[src/rtl/ecn_marker_pkg.sv]
package ecn_marker_pkg;
   typedef enum logic [1:0] {
      RGN_PASS = 2'd0,
      RGN_RAND = 2'd1,
      RGN_MARK = 2'd2,
      RGN_DROP = 2'd3
   } region_e;

   localparam logic [1:0] ECN_NOT_ECT = 2'b00;
   localparam logic [1:0] ECN_CE      = 2'b11;
endpackage

[src/rtl/ecn_lfsr.sv]
module ecn_lfsr #(
   parameter int          W    = 16,
   parameter logic [31:0] SEED = 32'h0000_ACE1
) (
   input  logic         clk,
   input  logic         rst_n,
   output logic [W-1:0] rnd_o
);
   localparam logic [W-1:0] SEED_W = W'(SEED);

   logic [W-1:0] state_q;

   generate
      if (SEED_W == '0) begin : g_bad_seed
         $error("ecn_lfsr: seed must be nonzero");
      end
      if (W == 16) begin : g_w16
         localparam logic [W-1:0] TAPS = W'(32'h0000_B400);
         always_ff @(posedge clk) begin
            if (!rst_n) state_q <= SEED_W;
            else        state_q <= {1'b0, state_q[W-1:1]} ^ (state_q[0] ? TAPS : '0);
         end
      end else if (W == 24) begin : g_w24
         localparam logic [W-1:0] TAPS = W'(32'h00E1_0000);
         always_ff @(posedge clk) begin
            if (!rst_n) state_q <= SEED_W;
            else        state_q <= {1'b0, state_q[W-1:1]} ^ (state_q[0] ? TAPS : '0);
         end
      end else if (W == 32) begin : g_w32
         localparam logic [W-1:0] TAPS = W'(32'h8020_0003);
         always_ff @(posedge clk) begin
            if (!rst_n) state_q <= SEED_W;
            else        state_q <= {1'b0, state_q[W-1:1]} ^ (state_q[0] ? TAPS : '0);
         end
      end else begin : g_bad_width
         $error("ecn_lfsr: W must be 16, 24 or 32");
         always_ff @(posedge clk) state_q <= SEED_W;
      end
   endgenerate

   assign rnd_o = state_q;
endmodule

[src/rtl/ecn_region_classify.sv]
module ecn_region_classify
   import ecn_marker_pkg::*;
#(
   parameter int QCNT_W   = 16,
   parameter int RND_W    = 16,
   parameter bit CLAMP_EN = 1'b1
) (
   input  logic [QCNT_W-1:0] occ_i,
   input  logic [QCNT_W-1:0] thr_min_i,
   input  logic [QCNT_W-1:0] thr_max_i,
   input  logic [QCNT_W-1:0] thr_drop_i,
   input  logic [RND_W-1:0]  rnd_i,
   output region_e           region_o,
   output logic              rand_hit_o
);
   localparam int PROD_W = QCNT_W + RND_W;

   logic [QCNT_W-1:0] eff_max, eff_drop, span, excess;
   logic [PROD_W-1:0] scaled_rnd, scaled_excess;

   generate
      if (CLAMP_EN) begin : g_clamp
         always_comb begin
            eff_max  = (thr_max_i  < thr_min_i) ? thr_min_i : thr_max_i;
            eff_drop = (thr_drop_i < thr_min_i) ? thr_min_i : thr_drop_i;
         end
      end else begin : g_raw
         always_comb begin
            eff_max  = thr_max_i;
            eff_drop = thr_drop_i;
         end
      end
   endgenerate

   // rnd/2^RND_W < excess/span  <=>  rnd*span < excess*2^RND_W
   always_comb begin
      span          = eff_max - thr_min_i;
      excess        = occ_i - thr_min_i;
      scaled_rnd    = PROD_W'(rnd_i) * PROD_W'(span);
      scaled_excess = {excess, {RND_W{1'b0}}};
      rand_hit_o    = scaled_rnd < scaled_excess;
   end

   always_comb begin
      if (occ_i > eff_drop)       region_o = RGN_DROP;
      else if (occ_i > eff_max)   region_o = RGN_MARK;
      else if (occ_i > thr_min_i) region_o = RGN_RAND;
      else                        region_o = RGN_PASS;
   end
endmodule

[src/rtl/ecn_sat_counter.sv]
module ecn_sat_counter #(
   parameter int W = 16
) (
   input  logic         clk,
   input  logic         rst_n,
   input  logic         inc_i,
   output logic [W-1:0] count_o
);
   logic [W-1:0] cnt_q;

   always_ff @(posedge clk) begin
      if (!rst_n)                    cnt_q <= '0;
      else if (inc_i && cnt_q != '1) cnt_q <= cnt_q + W'(1);
   end

   assign count_o = cnt_q;
endmodule

[src/rtl/ecn_queue_marker.sv]
module ecn_queue_marker
   import ecn_marker_pkg::*;
#(
   parameter int          QCNT_W    = 16,
   parameter int          CNT_W     = 16,
   parameter int          RND_W     = 16,
   parameter logic [31:0] RND_SEED  = 32'h0000_ACE1,
   parameter bit          CLAMP_EN  = 1'b1
) (
   input  logic              clk,
   input  logic              rst_n,
   input  logic              pkt_valid_i,
   input  logic [7:0]        pkt_tos_i,
   input  logic [QCNT_W-1:0] queue_count_i,
   input  logic [QCNT_W-1:0] thr_min_i,
   input  logic [QCNT_W-1:0] thr_max_i,
   input  logic [QCNT_W-1:0] thr_drop_i,
   output logic              out_valid_o,
   output logic [7:0]        out_tos_o,
   output logic              out_drop_o,
   output logic [CNT_W-1:0]  mark_count_o,
   output logic [CNT_W-1:0]  drop_count_o
);
   generate
      if (QCNT_W < 2)  begin : g_chk_q   $error("QCNT_W must be at least 2"); end
      if (CNT_W < 1)   begin : g_chk_c   $error("CNT_W must be at least 1"); end
      if (RND_W < 8)   begin : g_chk_r   $error("RND_W must be at least 8"); end
   endgenerate

   logic [RND_W-1:0] rnd;
   region_e          region;
   logic             rand_hit;
   logic             ect, mark_now, drop_now;

   ecn_lfsr #(.W(RND_W), .SEED(RND_SEED)) lfsr_i (
      .clk   (clk),
      .rst_n (rst_n),
      .rnd_o (rnd)
   );

   ecn_region_classify #(.QCNT_W(QCNT_W), .RND_W(RND_W), .CLAMP_EN(CLAMP_EN)) cls_i (
      .occ_i      (queue_count_i),
      .thr_min_i  (thr_min_i),
      .thr_max_i  (thr_max_i),
      .thr_drop_i (thr_drop_i),
      .rnd_i      (rnd),
      .region_o   (region),
      .rand_hit_o (rand_hit)
   );

   always_comb begin
      ect      = (pkt_tos_i[1:0] != ECN_NOT_ECT) && (pkt_tos_i[1:0] != ECN_CE);
      drop_now = (region == RGN_DROP);
      mark_now = ect && ((region == RGN_MARK) || ((region == RGN_RAND) && rand_hit));
   end

   logic       valid_q, drop_q;
   logic [7:0] tos_q;

   always_ff @(posedge clk) begin
      if (!rst_n) begin
         valid_q <= 1'b0;
         drop_q  <= 1'b0;
         tos_q   <= '0;
      end else begin
         valid_q <= pkt_valid_i;
         if (pkt_valid_i) begin
            drop_q <= drop_now;
            tos_q  <= mark_now ? {pkt_tos_i[7:2], ECN_CE} : pkt_tos_i;
         end
      end
   end

   ecn_sat_counter #(.W(CNT_W)) mark_cnt_i (
      .clk     (clk),
      .rst_n   (rst_n),
      .inc_i   (pkt_valid_i && mark_now),
      .count_o (mark_count_o)
   );

   ecn_sat_counter #(.W(CNT_W)) drop_cnt_i (
      .clk     (clk),
      .rst_n   (rst_n),
      .inc_i   (pkt_valid_i && drop_now),
      .count_o (drop_count_o)
   );

   assign out_valid_o = valid_q;
   assign out_tos_o   = tos_q;
   assign out_drop_o  = drop_q;
endmodule

[config.mk]
export PLATFORM = sky130hd
export DESIGN_NAME = ecn_queue_marker
export DESIGN_NICKNAME = d
export VERILOG_FILES = /design/src/rtl/ecn_marker_pkg.sv /design/src/rtl/ecn_lfsr.sv /design/src/rtl/ecn_region_classify.sv /design/src/rtl/ecn_sat_counter.sv /design/src/rtl/ecn_queue_marker.sv
export SDC_FILE = /design/constraint.sdc
export NUM_CORES = 1
export LEC_CHECK = 0
export ABC_AREA = 1
export CORE_MARGIN = 3
export CORE_UTILIZATION = 60
export CTS_BUF_LIST = sky130_fd_sc_hd__clkbuf_4 sky130_fd_sc_hd__clkbuf_8 sky130_fd_sc_hd__clkbuf_16
export DETAILED_ROUTE_END_ITERATION = 8
export GPL_TIMING_DRIVEN = 0
export MAX_ROUTING_LAYER = met4
export PLACE_DENSITY_LB_ADDON = 0.15
export SYNTH_ARGS = -nofsm -noshare
export SYNTH_HDL_FRONTEND = slang
export SYNTH_SLANG_ARGS = --single-unit
[constraint.sdc]
create_clock -name clk -period 16.95 [get_ports clk]
set_clock_uncertainty 0.15 [all_clocks]
set_input_delay 2.5425 -clock clk [delete_from_list [all_inputs] [get_ports clk]]
set_output_delay 2.5425 -clock clk [all_outputs]
set_load 0.02 [all_outputs]
==> qor.log, run 1 <==
INFO  run_status     run_status=completed
INFO  worst_setup_path critPathMostFrequentCell=nand2_1
INFO  route          post_drt_antenna_nets=0
INFO  sta            final_period_utilization=88.3%
INFO  worst_setup_path critPathLaunchType=primary input
INFO  worst_hold_path worst_min_delay_path_startpoint=lfsr_i.rnd_o[9]
INFO  cts            tritoncts=yes
INFO  worst_setup_path r2r_end=mark_cnt_i.count_o[2]
INFO  worst_setup_path end_kind=flop
INFO  worst_hold_path whs_endpoint=lfsr_i.rnd_o[8]
INFO  global_route   grt_antenna_before_repair=0
INFO  worst_setup_path criticalPathCategory=primary input to flop
INFO  floorplan      die_height=160um
INFO  synthesis      sequential_share_of_the_synthesized_area=8.17%
INFO  cts            cts.path.max_buffers=2
INFO  placed_design  gp_routability_congestion=0.957
INFO  placed_design  post-dp-hpwl=31400um
INFO  sta            worst_pin_slew=1.09ns
INFO  cts            htreeDepth=3
INFO  floorplan      top_level_ports=117
INFO  cts            clock-root-buffer=clkbuf_16
INFO  floorplan      core_region_area=0.0230mm^2
INFO  worst_setup_path reg2regPathDepth=43
INFO  synthesis      yosys_most_used_dff=dfxtp_1
INFO  cts            cts-resized-gates=0
INFO  worst_hold_path hold_path_depth=2
INFO  sta            fin_tns_setup=0ns
INFO  cts            cts_sinks=58
INFO  synthesis      synth.avg_cell_area=7.53um^2
INFO  global_route   grt_max_degree=12
INFO  route          routed_wl=37400um
INFO  global_route   grt_first_pass_wirelength=62200um
INFO  route          vias=12700
INFO  cells_and_area area_delta_synth_final=13.1%
INFO  worst_hold_path hold_path.class=flop to flop
INFO  synthesis      postSynthNetCount=2370
INFO  cts            total_cts_buffers=9
INFO  floorplan      fp.dieW=160um
INFO  synthesis      synth_cells=1888
INFO  cts            ctsHoldBuffers=0
INFO  synthesis      ys_async_sr_fraction=0%
INFO  worst_setup_path rr_startpoint=lfsr_i.rnd_o[6]
INFO  sta            finalHoldViolations=0
INFO  floorplan      die-area=0.0256mm^2
INFO  sta            timing.slew.headroom=26.9%
INFO  worst_setup_path worst_path_dominant_cell_family=adder cells
INFO  cells_and_area layout-drive-gt1-share=5.74%
INFO  cells_and_area finalNetCount=2497
INFO  worst_setup_path r2r_slack=7.98ns
INFO  worst_setup_path timing.critical_path.required=17.03ns
INFO  route          drtIter0Drc=804
INFO  worst_setup_path timing.critical_path.slowest_cell_delay=0.55ns
INFO  sta            max_freq=66.8MHz
INFO  global_route   overflow=0
INFO  route          drtPass1Iterations=5
INFO  sta            final-setup-viol-count=0
INFO  route          post-route-drc-count=0
INFO  route          post_drt_wl_per_cell=16.0um
INFO  sta            finalMaxSlewViolations=0
INFO  cts            clock_insertion_delay_worst_skew=0.34ns
INFO  synthesis      count_of_yosys_warnings_during_synthesis=0
INFO  global_route   grt_pass1_vias=13000
INFO  synthesis      synth_edf_count=0
INFO  cts            cts.clk_slew.worst_paths=0.05ns
INFO  run            cap_viol_max_count=0
INFO  sta            rsz0062_at_grt=no
INFO  floorplan      fp-row-count=55
INFO  floorplan      initial_core_util=61.9%
INFO  synthesis      synth_area=0.0142mm^2
INFO  sta            post_layout_minimum_cycle_time=14.97ns
INFO  worst_setup_path crit_fanout=10
INFO  global_route   groute.usage.overall=30.7%
INFO  cells_and_area antenna_cells_inserted=0
INFO  cts            cts_post_setup_buffers_inserted=0
INFO  placed_design  place.port_buffers=116
INFO  worst_setup_path crit_path_buffers_inverters=14
INFO  route          viasPerCell=5.44
INFO  synthesis      post_synthesis_register_bit_count=58
INFO  worst_setup_path worst_path_max_delay_cell=fa_1
INFO  worst_setup_path arrival=15.05ns
INFO  synthesis      ys_types=51
-- stage by stage --
stage          setup slack [ns]  hold WS (ns)  util, %  std cells  cell area [um^2]
2_1_floorplan              4.32         0.269        -       1888             14200
6_report                   1.98         0.309     69.9       2333             16100
5_1_grt                   0.983         0.344     69.9       2333             16100
4_1_cts                    2.17         0.310     69.9       2333             16100
3_3_place_gp               1.99         0.278     68.6       2317             15800
3_5_place_dp               1.84         0.302     68.6       2317             15800
-- layer usage --
metal  global-route usage, %  routed length (um)  up-vias  part of all wire [%]
met3                    4.05                2520       91                   6.7
met1                    38.4               15500     6032                    42
met4                    8.32                 990        0                   2.6
li1                        -                   -     6136                     -
met5                       -                   0        -                     0
met2                    52.5               18400      444                    49
-- worst min-delay path, stage by stage, from the launching register on --
cell	delay, ns
dfxtp_1	0.33
nand2_1	0.06
inv_1	0.03
-- cells by family after synthesis --
family | synth area share [%]
flops | 8.17
compound gates | 9.43
xor+xnor | 2.40
buf+inv | 12.5
simple gates | 21.4
fa+ha+maj | 46.1
-- sequential cells by signal, indices dropped and copies added, names as in the netlist --
name and flops:
drop_cnt_i.count_o 16, lfsr_i.rnd_o 16, mark_cnt_i.count_o 16, out_tos_o 8, out_drop_o 1, out_valid_o 1
-- placed cells by master, fill, tap and decap left out, drive strengths merged, types with 2 or more instances in the layout --
cell | Yosys | layout
nand2 | 343 | 343
a31oi | 9 | 9
clkinvlp | 0 | 3
o21ai | 59 | 59
nor4 | 8 | 8
a21o | 5 | 5
clkdlybuf4s50 | 0 | 116
clkinv | 5 | 7
clkbuf | 31 | 41
o31ai | 6 | 6
nand3b | 2 | 2
o211ai | 5 | 5
xor2 | 25 | 25
or2 | 14 | 14
nand4 | 17 | 17
xnor2 | 14 | 14
dfxtp | 58 | 58
nand3 | 62 | 62
a211oi | 5 | 5
buf | 14 | 14
nor2 | 215 | 215
nor3 | 29 | 29
o21a | 5 | 5
inv | 411 | 411
a221oi | 4 | 4
a21oi | 116 | 116
ha | 212 | 212
fa | 195 | 195
o21bai | 12 | 12
-- final cells by class --
class,instances,area (um^2)
Fill cell,1988,6910
Clock buffer,10,239
Sequential cell,58,1160
Tap cell,313,392
Multi-Input combinational cell,1369,11300
Timing Repair Buffer,116,1160
Buffer,45,216
Clock inverter,6,66.3
Inverter,416,1560
-- synth_stat cells, types with 7 or more instances --
| cell type | instances | share of area, % |
|---|---|---|
| a21oi_2 | 7 | 0.43 |
| o21bai_1 | 10 | 0.53 |
| nor3_1 | 25 | 0.88 |
| inv_1 | 402 | 11 |
| nor2_1 | 208 | 5.5 |
| nor4_1 | 8 | 0.35 |
| xor2_1 | 25 | 1.5 |
| nand4_2 | 10 | 0.88 |
| xnor2_1 | 14 | 0.86 |
| nand4_1 | 7 | 0.31 |
| a21oi_1 | 109 | 3.8 |
| nand2_2 | 25 | 1.1 |
| dfxtp_1 | 58 | 8.2 |
| inv_2 | 9 | 0.24 |
| fa_1 | 195 | 27 |
| or2_2 | 13 | 0.57 |
| clkbuf_1 | 31 | 0.82 |
| o21ai_0 | 49 | 1.7 |
| nand3_1 | 57 | 2.0 |
| nand2_1 | 316 | 8.3 |
| a31oi_1 | 9 | 0.40 |
| ha_1 | 212 | 19 |
| o21ai_1 | 8 | 0.28 |
-- worst max-delay path by stage --
stage / from / endpoint / slack [ns] / cells after the start
detailed placement: thr_min_i[1] / mark_cnt_i.count_o[13] / 1.84 / 70
global placement: thr_min_i[1] / mark_cnt_i.count_o[13] / 1.99 / 70
floorplan: thr_min_i[1] / mark_cnt_i.count_o[13] / 4.32 / 72
global route: thr_min_i[1] / mark_cnt_i.count_o[14] / 0.98 / 70
CTS: thr_min_i[1] / mark_cnt_i.count_o[5] / 2.17 / 70
finish: thr_min_i[1] / mark_cnt_i.count_o[2] / 1.98 / 64
Power of run 1 is left out: the tool's default activity adds up to more than one toggle a clock period on the data nets, which glitch-free logic cannot reach.
==> run 2, diff against run 1 <==
--- a/config.mk
+++ b/config.mk
@@ -11,6 +11,7 @@
 export CTS_BUF_LIST = sky130_fd_sc_hd__clkbuf_4 sky130_fd_sc_hd__clkbuf_8 sky130_fd_sc_hd__clkbuf_16
 export DETAILED_ROUTE_END_ITERATION = 8
 export GPL_TIMING_DRIVEN = 0
+export HOLD_SLACK_MARGIN = 0.08
 export MAX_ROUTING_LAYER = met4
 export PLACE_DENSITY_LB_ADDON = 0.15
 export SYNTH_ARGS = -nofsm -noshare
==> results of run 2 <==
Same layout as run 1: the final DEF is identical, and so are final timing and power.
Power of run 2 is left out for the same reason.
==> run 3, diff against run 2 <==
--- a/config.mk
+++ b/config.mk
@@ -6,6 +6,7 @@
 export NUM_CORES = 1
 export LEC_CHECK = 0
 export ABC_AREA = 1
+export CAP_MARGIN = 20
 export CORE_MARGIN = 3
 export CORE_UTILIZATION = 60
 export CTS_BUF_LIST = sky130_fd_sc_hd__clkbuf_4 sky130_fd_sc_hd__clkbuf_8 sky130_fd_sc_hd__clkbuf_16
==> results of run 3 <==
Same layout as run 1: the final DEF is identical, and so are final timing and power.
Power of run 3 is left out for the same reason.
